--- src/rtl/qb_pkg.sv ---
package qb_pkg;
  typedef struct packed {
    logic pd;
    logic wk;
    logic st;
  } qb_drv_t;
endpackage

--- src/rtl/qb_sync.sv ---
module qb_sync #(
  parameter int unsigned         W       = 1,
  parameter int unsigned         STAGES  = 2,
  parameter logic [W-1:0]        RST_VAL = '1
) (
  input  logic         clk_i,
  input  logic         rst_ni,
  input  logic [W-1:0] d_i,
  output logic [W-1:0] q_o
);
  logic [W-1:0] stg_q [STAGES];

  always_ff @(posedge clk_i or negedge rst_ni) begin
    if (!rst_ni) stg_q[0] <= RST_VAL;
    else         stg_q[0] <= d_i;
  end

  for (genvar s = 1; s < STAGES; s++) begin : g_stage
    always_ff @(posedge clk_i or negedge rst_ni) begin
      if (!rst_ni) stg_q[s] <= RST_VAL;
      else         stg_q[s] <= stg_q[s-1];
    end
  end

  assign q_o = stg_q[STAGES-1];
endmodule

--- src/rtl/qb_pin_cell.sv ---
module qb_pin_cell
  import qb_pkg::*;
(
  input  logic    clk_i,
  input  logic    rst_ni,
  input  logic    wr_en_i,
  input  logic    wr_bit_i,
  input  logic    scl_fall_i,
  output qb_drv_t drv_o
);
  logic latch_q;
  logic strong_q;

  always_ff @(posedge clk_i or negedge rst_ni) begin
    if (!rst_ni) begin
      latch_q  <= 1'b1;
      strong_q <= 1'b0;
    end else if (wr_en_i) begin
      latch_q <= wr_bit_i;
      // 0->1 starts the boost, 0 kills it, 1->1 keeps it
      if (!wr_bit_i)     strong_q <= 1'b0;
      else if (!latch_q) strong_q <= 1'b1;
      else if (scl_fall_i) strong_q <= 1'b0;
    end else if (scl_fall_i) begin
      strong_q <= 1'b0;
    end
  end

  assign drv_o.pd = ~latch_q;
  assign drv_o.wk = latch_q;
  assign drv_o.st = strong_q;
endmodule

--- src/rtl/qb_port_ctrl.sv ---
module qb_port_ctrl
  import qb_pkg::*;
#(
  parameter int unsigned WIDTH       = 8,
  parameter int unsigned SYNC_STAGES = 2
) (
  input  logic             clk_i,
  input  logic             rst_ni,
  input  logic             wr_en_i,
  input  logic [WIDTH-1:0] wr_data_i,
  input  logic             rd_en_i,
  input  logic             scl_i,
  input  logic [WIDTH-1:0] pin_i,
  output logic [WIDTH-1:0] pull_down_o,
  output logic [WIDTH-1:0] weak_up_o,
  output logic [WIDTH-1:0] strong_up_o,
  output logic [WIDTH-1:0] rd_data_o
);
  localparam logic [WIDTH-1:0] ALL_ONES = {WIDTH{1'b1}};

  logic             scl_s;
  logic             scl_q;
  logic             scl_fall;
  logic [WIDTH-1:0] pin_s;
  qb_drv_t          drv [WIDTH];

  qb_sync #(.W(1), .STAGES(SYNC_STAGES), .RST_VAL(1'b1)) u_scl_sync (
    .clk_i(clk_i), .rst_ni(rst_ni), .d_i(scl_i), .q_o(scl_s)
  );

  qb_sync #(.W(WIDTH), .STAGES(SYNC_STAGES), .RST_VAL(ALL_ONES)) u_pin_sync (
    .clk_i(clk_i), .rst_ni(rst_ni), .d_i(pin_i), .q_o(pin_s)
  );

  always_ff @(posedge clk_i or negedge rst_ni) begin
    if (!rst_ni) scl_q <= 1'b1;
    else         scl_q <= scl_s;
  end

  assign scl_fall = scl_q & ~scl_s;

  for (genvar i = 0; i < WIDTH; i++) begin : g_pin
    qb_pin_cell u_cell (
      .clk_i     (clk_i),
      .rst_ni    (rst_ni),
      .wr_en_i   (wr_en_i),
      .wr_bit_i  (wr_data_i[i]),
      .scl_fall_i(scl_fall),
      .drv_o     (drv[i])
    );
    assign pull_down_o[i] = drv[i].pd;
    assign weak_up_o[i]   = drv[i].wk;
    assign strong_up_o[i] = drv[i].st;
  end

  always_ff @(posedge clk_i or negedge rst_ni) begin
    if (!rst_ni)      rd_data_o <= ALL_ONES;
    else if (rd_en_i) rd_data_o <= pin_s;
  end
endmodule

--- config.mk ---
export PLATFORM = sky130hd
export DESIGN_NAME = qb_port_ctrl
export DESIGN_NICKNAME = d
export VERILOG_FILES = /design/src/rtl/qb_pkg.sv /design/src/rtl/qb_sync.sv /design/src/rtl/qb_pin_cell.sv /design/src/rtl/qb_port_ctrl.sv
export SDC_FILE = /design/constraint.sdc
export NUM_CORES = 1
export LEC_CHECK = 0
export ABC_AREA = 1
export BUFFER_PORTS_ARGS = -buffer_cell sky130_fd_sc_hd__buf_2
export CAP_MARGIN = 10
export CORE_MARGIN = 4
export CORE_UTILIZATION = 25
export CTS_CLUSTER_SIZE = 25
export DETAILED_ROUTE_END_ITERATION = 8
export GPL_TIMING_DRIVEN = 0
export SYNTH_ARGS = -nofsm -noshare
export SYNTH_HDL_FRONTEND = slang
export SYNTH_SLANG_ARGS = --single-unit
export TNS_END_PERCENT = 100
--- constraint.sdc ---
create_clock -name clk_i -period 1.7 [get_ports clk_i]
set_input_delay 0 -clock clk_i [delete_from_list [all_inputs] [get_ports clk_i]]
set_output_delay 0 -clock clk_i [all_outputs]
set_load 0.03 [all_outputs]
# Yosys cells after proc, flatten, opt, wreduce, memory -nomap -nowiden
# Index checks and enable logic that the tools add are counted.
op_classes:
  n_mux: 32
  bitwise_logic: 10
op_table:
  columns: ["op", "n"]
  rows:
  - ["$mux W1", 32]
  - ["$not A1 Y1", 9]
  - ["$and A1 B1 Y1", 1]
totals:
  reg_bits: 43
  in_bits: 21
  output_inout_bits: 32
  wordCells: 64

# Logic depth before layout (Yosys ltp)
logic_depth:
  word_depth: 6
  depth_mapped: 5
  depth_no_buf: 4

# By module
# Synthesis repeated with hierarchy kept, for this count alone.
unflattened:
  cells_unflattened: 159
  area_unflattened_um2: 1762.9
by_module_without_submodules:
  columns: ["mod", "n_inst", "cells_each", "area_each_um2", "seq_area_each_um2"]
  rows:
  - ["qb_pin_cell", 8, 12, 110.1, 51.3]
  - ["qb_sync (u_pin_sync)", 1, 24, 480.5, 420.4]
  - ["qb_port_ctrl", 1, 37, 349.1, 236.5]
  - ["qb_sync (u_scl_sync)", 1, 2, 52.6, 52.6]

# Worst setup path before layout
# OpenSTA, ideal clock, no wires.
synth_path:
  path_type: "register -> register"
  start: "register g_pin[3].u_cell.latch_q"
  end: "register g_pin[3].u_cell.strong_q"
  setup_time_ns: 0.118
  arrival_time_ns: 0.833
  t_required_ns: 1.582
  path_slack_ns: 0.749
  stages_incl_launch_ff: 4
  path_buffers: 0
  period_less_slack_ns: 0.951
  cell_sequence: "dfstp_2 -> inv_1 -> nand3_1 -> a21oi_2"
synth_via:
  elab_chain_len: 3
synth_lines:
  columns: ["element", "line_no", "text"]
  rows:
  - ["start: declaration", "qb_pin_cell.sv:11", "logic latch_q;"]
  - ["start signal: assignment", "qb_pin_cell.sv:19", "latch_q <= wr_bit_i;"]
  - ["$mux W1", "qb_pin_cell.sv:22", "else if (!latch_q) strong_q <= 1'b1;"]
  - ["$mux W1", "qb_pin_cell.sv:21", "if (!wr_bit_i) strong_q <= 1'b0;"]
  - ["$mux W1", "qb_pin_cell.sv:18", "end else if (wr_en_i) begin"]
  - ["end signal: assignment", "qb_pin_cell.sv:21", null]
  - ["end signal: assignment", "qb_pin_cell.sv:22", null]
  - ["end signal: assignment", "qb_pin_cell.sv:23", "else if (scl_fall_i) strong_q <= 1'b0;"]
  - ["end: declaration", "qb_pin_cell.sv:12", "logic strong_q;"]
# No other way between the ends.
# A chain may end at the register's enable or synchronous reset.

# Final worst setup path
layout_path:
  start: "register u_scl_sync.stg_q, in the netlist u_scl_sync.q_o"
  end: "register g_pin[3].u_cell.strong_q"
layout_via:
  elab_chain_len: 6
layout_lines:
  columns: ["element", "line_no", "text"]
  rows:
  - ["start: declaration", "qb_sync.sv:11", "logic [W-1:0] stg_q [STAGES];"]
  - ["start signal: indexed assignment", "qb_sync.sv:21", "else stg_q[s] <= stg_q[s-1];"]
  - ["$not A1 Y1 (*)", "qb_port_ctrl.sv:40", "assign scl_fall = scl_q & ~scl_s;"]
  - ["$and A1 B1 Y1 (*)", "qb_port_ctrl.sv:40", null]
  - ["$mux W1 (*)", null, null]
  - ["$mux W1 (2 in series)", null, null]
  - ["$mux W1 (*)", null, null]
  - ["end signal: assignment", "qb_pin_cell.sv:17", "strong_q <= 1'b0;"]
  - ["end signal: assignment", "qb_pin_cell.sv:21", null]
  - ["end signal: assignment", "qb_pin_cell.sv:22", null]
# Mark *: on every way between the ends. The rest lies on a longest branch, timed or not.

==> results by group <==
Status
  – Outcome: completed

Power and ir drop
  – PwrDens: 1060 nW/um^2
  – Total power: 2480 uW
  – Peak VDD IR: 0.496 mV
  – P_leak: 0.00112 uW

Floorplan
  – Die H: 89.4 um
  – Die X: 89.4 um
  – Site Rows: 29
  – Io pins: 53
  – Die Area: 7990 um^2
  – Core area: 6390 um^2
  – Initial core utilization: 25.9%

Final layout
  – Finished Layout Cells: 293
  – Final nets: 236
  – Most frequent cells in the layout: 52 x buf_2, 35 x dfstp_2, 20 x dlygate4sd3_1, 19 x nand2_1, 17 x inv_1
  – Diodes inserted: 0
  – Area Overhead vs Synth: 40.7%
  – Layout cell share with drive strength beyond 1: 58.3%
  – Most common cell after layout, fill and taps aside: buf_2
  – Design area: 2330 um^2
  – FILL cells: 661

Critical path
  – Worst Reg-to-Reg Cells: 4
  – Critical path startpoint category: register
  – CP Data Arrival Time: 1.38 ns
  – R2r endpoint: g_pin[3].u_cell.strong_q
  – WS Path Type: reg -> reg
  – FF-to-FF setup slack: 0.55 ns
  – RR Startpoint: u_scl_sync.q_o
  – Worst Path Required: 1.93 ns
  – Worst setup path startpoint: u_scl_sync.q_o
  – Crit-path max FO: 8
  – CP endpoint kind: register

Logic synthesis
  – Syn. warnings: 0
  – Mean area per synthesized cell: 12.1 um^2
  – Cell Area, Synth: 1660 um^2
  – Netlist cell types: 15
  – Syn Nets: 158
  – Post-Syn Instances: 137
  – Area share of the largest cell type after synthesis: 55.6%
  – Seq/Total Area, Yosys: 67.6%
  – Synth area leaders: dfstp_2 56%, dfrtp_1 12%, buf_4 7.3%
  – Yosys reg bits: 43
  – Area leader, netlist: dfstp_2

Placement
  – Port bufs: 51
  – DP Area: 2010 um^2
  – Dpl hpwl: 2300 um
  – Post-Place Worst Slack: 0.528 ns
  – Post-placement cell count: 265
  – Routability-driven placement congestion ratio: 0.704

Timing
  – Unrepaired setup endpoints after global routing: false
  – Min Tclk post-route: 1.15 ns
  – Max Clock Skew: 0.0108 ns
  – Tcrit/Tclk final: 67.8%
  – Setup violators final: 0
  – Slew margin rel.: 39.9%
  – Final setup slack of the worst path: 0.548 ns
  – Hold Vio Cnt, Final: 0
  – Fmax: 868 MHz
  – Max-slew violation count: 0
  – Slew @ Worst Pin: 0.901 ns
  – Setup TNS: 0 ns

CTS
  – CTS tree: built
  – Clock Pin Slew Worst Setup and Hold Paths: 0.09 ns
  – CTS max path bufs: 2
  – CTS Buf Count: 5
  – Root buffer cell: clkbuf_8
  – Clock latency on the worst-skew pair: 0.29 ns
  – Clock H-tree levels: 2
  – Cts repair resizes: 0
  – Clk sinks: 43

Routing
  – Routed vias/inst: 3.82
  – Vias post-DR: 1,118
  – Remaining antenna violation count after routing: 0
  – Wire per inst: 11.6 um
  – Drt first pass iters: 4
  – Drt total wl: 3410 um
  – DR iter-0 viols: 43
  – DRC: 0

GRT
  – Largest net degree at the start of global routing: 44
  – Vias in the first global route: 1,101
  – Initial antenna violation count: 0
  – First-pass GRT wire length: 5410 um
  – Total gr overflow: 0
  – GRT Total Usage: 9.01%

Worst hold path
  – Worst hold-check path type: in -> reg
  – Hold Path Sink: u_pin_sync.stg_q[13]
  – Hold Path Origin: pin_i[5]
  – Worst hold path depth: 2

Job
  – Max-Cap Viols: 0
==> synth_stat cells <==
library cell and instances:
dfstp_2 35, nand2_1 19, inv_1 17, buf_4 16
a21oi_2 10, dfrtp_1 8, o21ai_0 8, a21oi_1 6
nand3_1 6, nor2_1 6, nor2_4 2, buf_12 1
buf_2 1, buf_6 1, inv_8 1
==> sequential cells by signal (all words and copies together) (netlist names) <==
register and flops:
scl_q 1, g_pin.u_cell.latch_q 8, u_pin_sync.stg_q 8, u_scl_sync.stg_q 1, rd_data_o 8, u_scl_sync.q_o 1
g_pin.u_cell.strong_q 8, u_pin_sync.q_o 8
==> layer usage <==
layer,up-vias,wire length (um),track usage [%]
li1,569,-,-
met2,29,1680,13.5
met4,0,36,4.47
met5,-,0,0
met1,518,1520,12.1
met3,2,174,2.21
==> repair_timing <==
item                                   4_1_cts  5_1_grt
setup buffers                                0        0
hold buffers                                20        0
endpoints found under the hold margin       39        0
==> cell type report <==
cell class,instances,area [um^2],area share (%)
plain buffers,19,156,6.72
clock buffers,6,82.6,3.55
clock inverters,2,38.8,1.67
inverters,18,75.1,3.22
multi-input cells,57,304,13.1
flip-flops and latches,43,1120,48.1
well taps,77,96.3,4.14
repair buffers,71,455,19.6
==> power by group <==
part	switching (uW)	internal (uW)
Sequential	32.6	1140
Clock	354	483
Combinational	287	178
Total	674	1800
==> logic make-up (layout without fill, tap and decap cells) <==
family                 after synthesis  count (layout)  share of synthesized area [%]
AO/OA/AOI/OAI                       24              24                           9.52
flip-flops                          43              43                           67.6
AND/OR/NAND/NOR                     33              33                           8.84
buffers and inverters               37             116                           14.0
==> how the worst max path moves through the flow <==
stage                               endpoint  cells past startpoint
floorplan           g_pin[3].u_cell.strong_q                      3
detailed placement  g_pin[3].u_cell.strong_q                      4
global route        g_pin[0].u_cell.strong_q                      4
CTS                 g_pin[3].u_cell.strong_q                      4
finish              g_pin[3].u_cell.strong_q                      4
global placement    g_pin[2].u_cell.strong_q                      4
==> critical path: stages (launching register included) <==
cell and delay, ns:
dfstp_2 0.53, inv_1 0.03, nand2_1 0.28, nand2_1 0.12, a21oi_2 0.13
==> per-stage QoR <==
stage	hold slack, ns	util, %
after CTS	0.329	36.5
after floorplan	-0.296	-
after detailed placement	0.106	31.4
final	0.343	36.5
after global placement	0.106	31.4
after global routing	0.333	36.5
(Power assumes the default switching activity.)
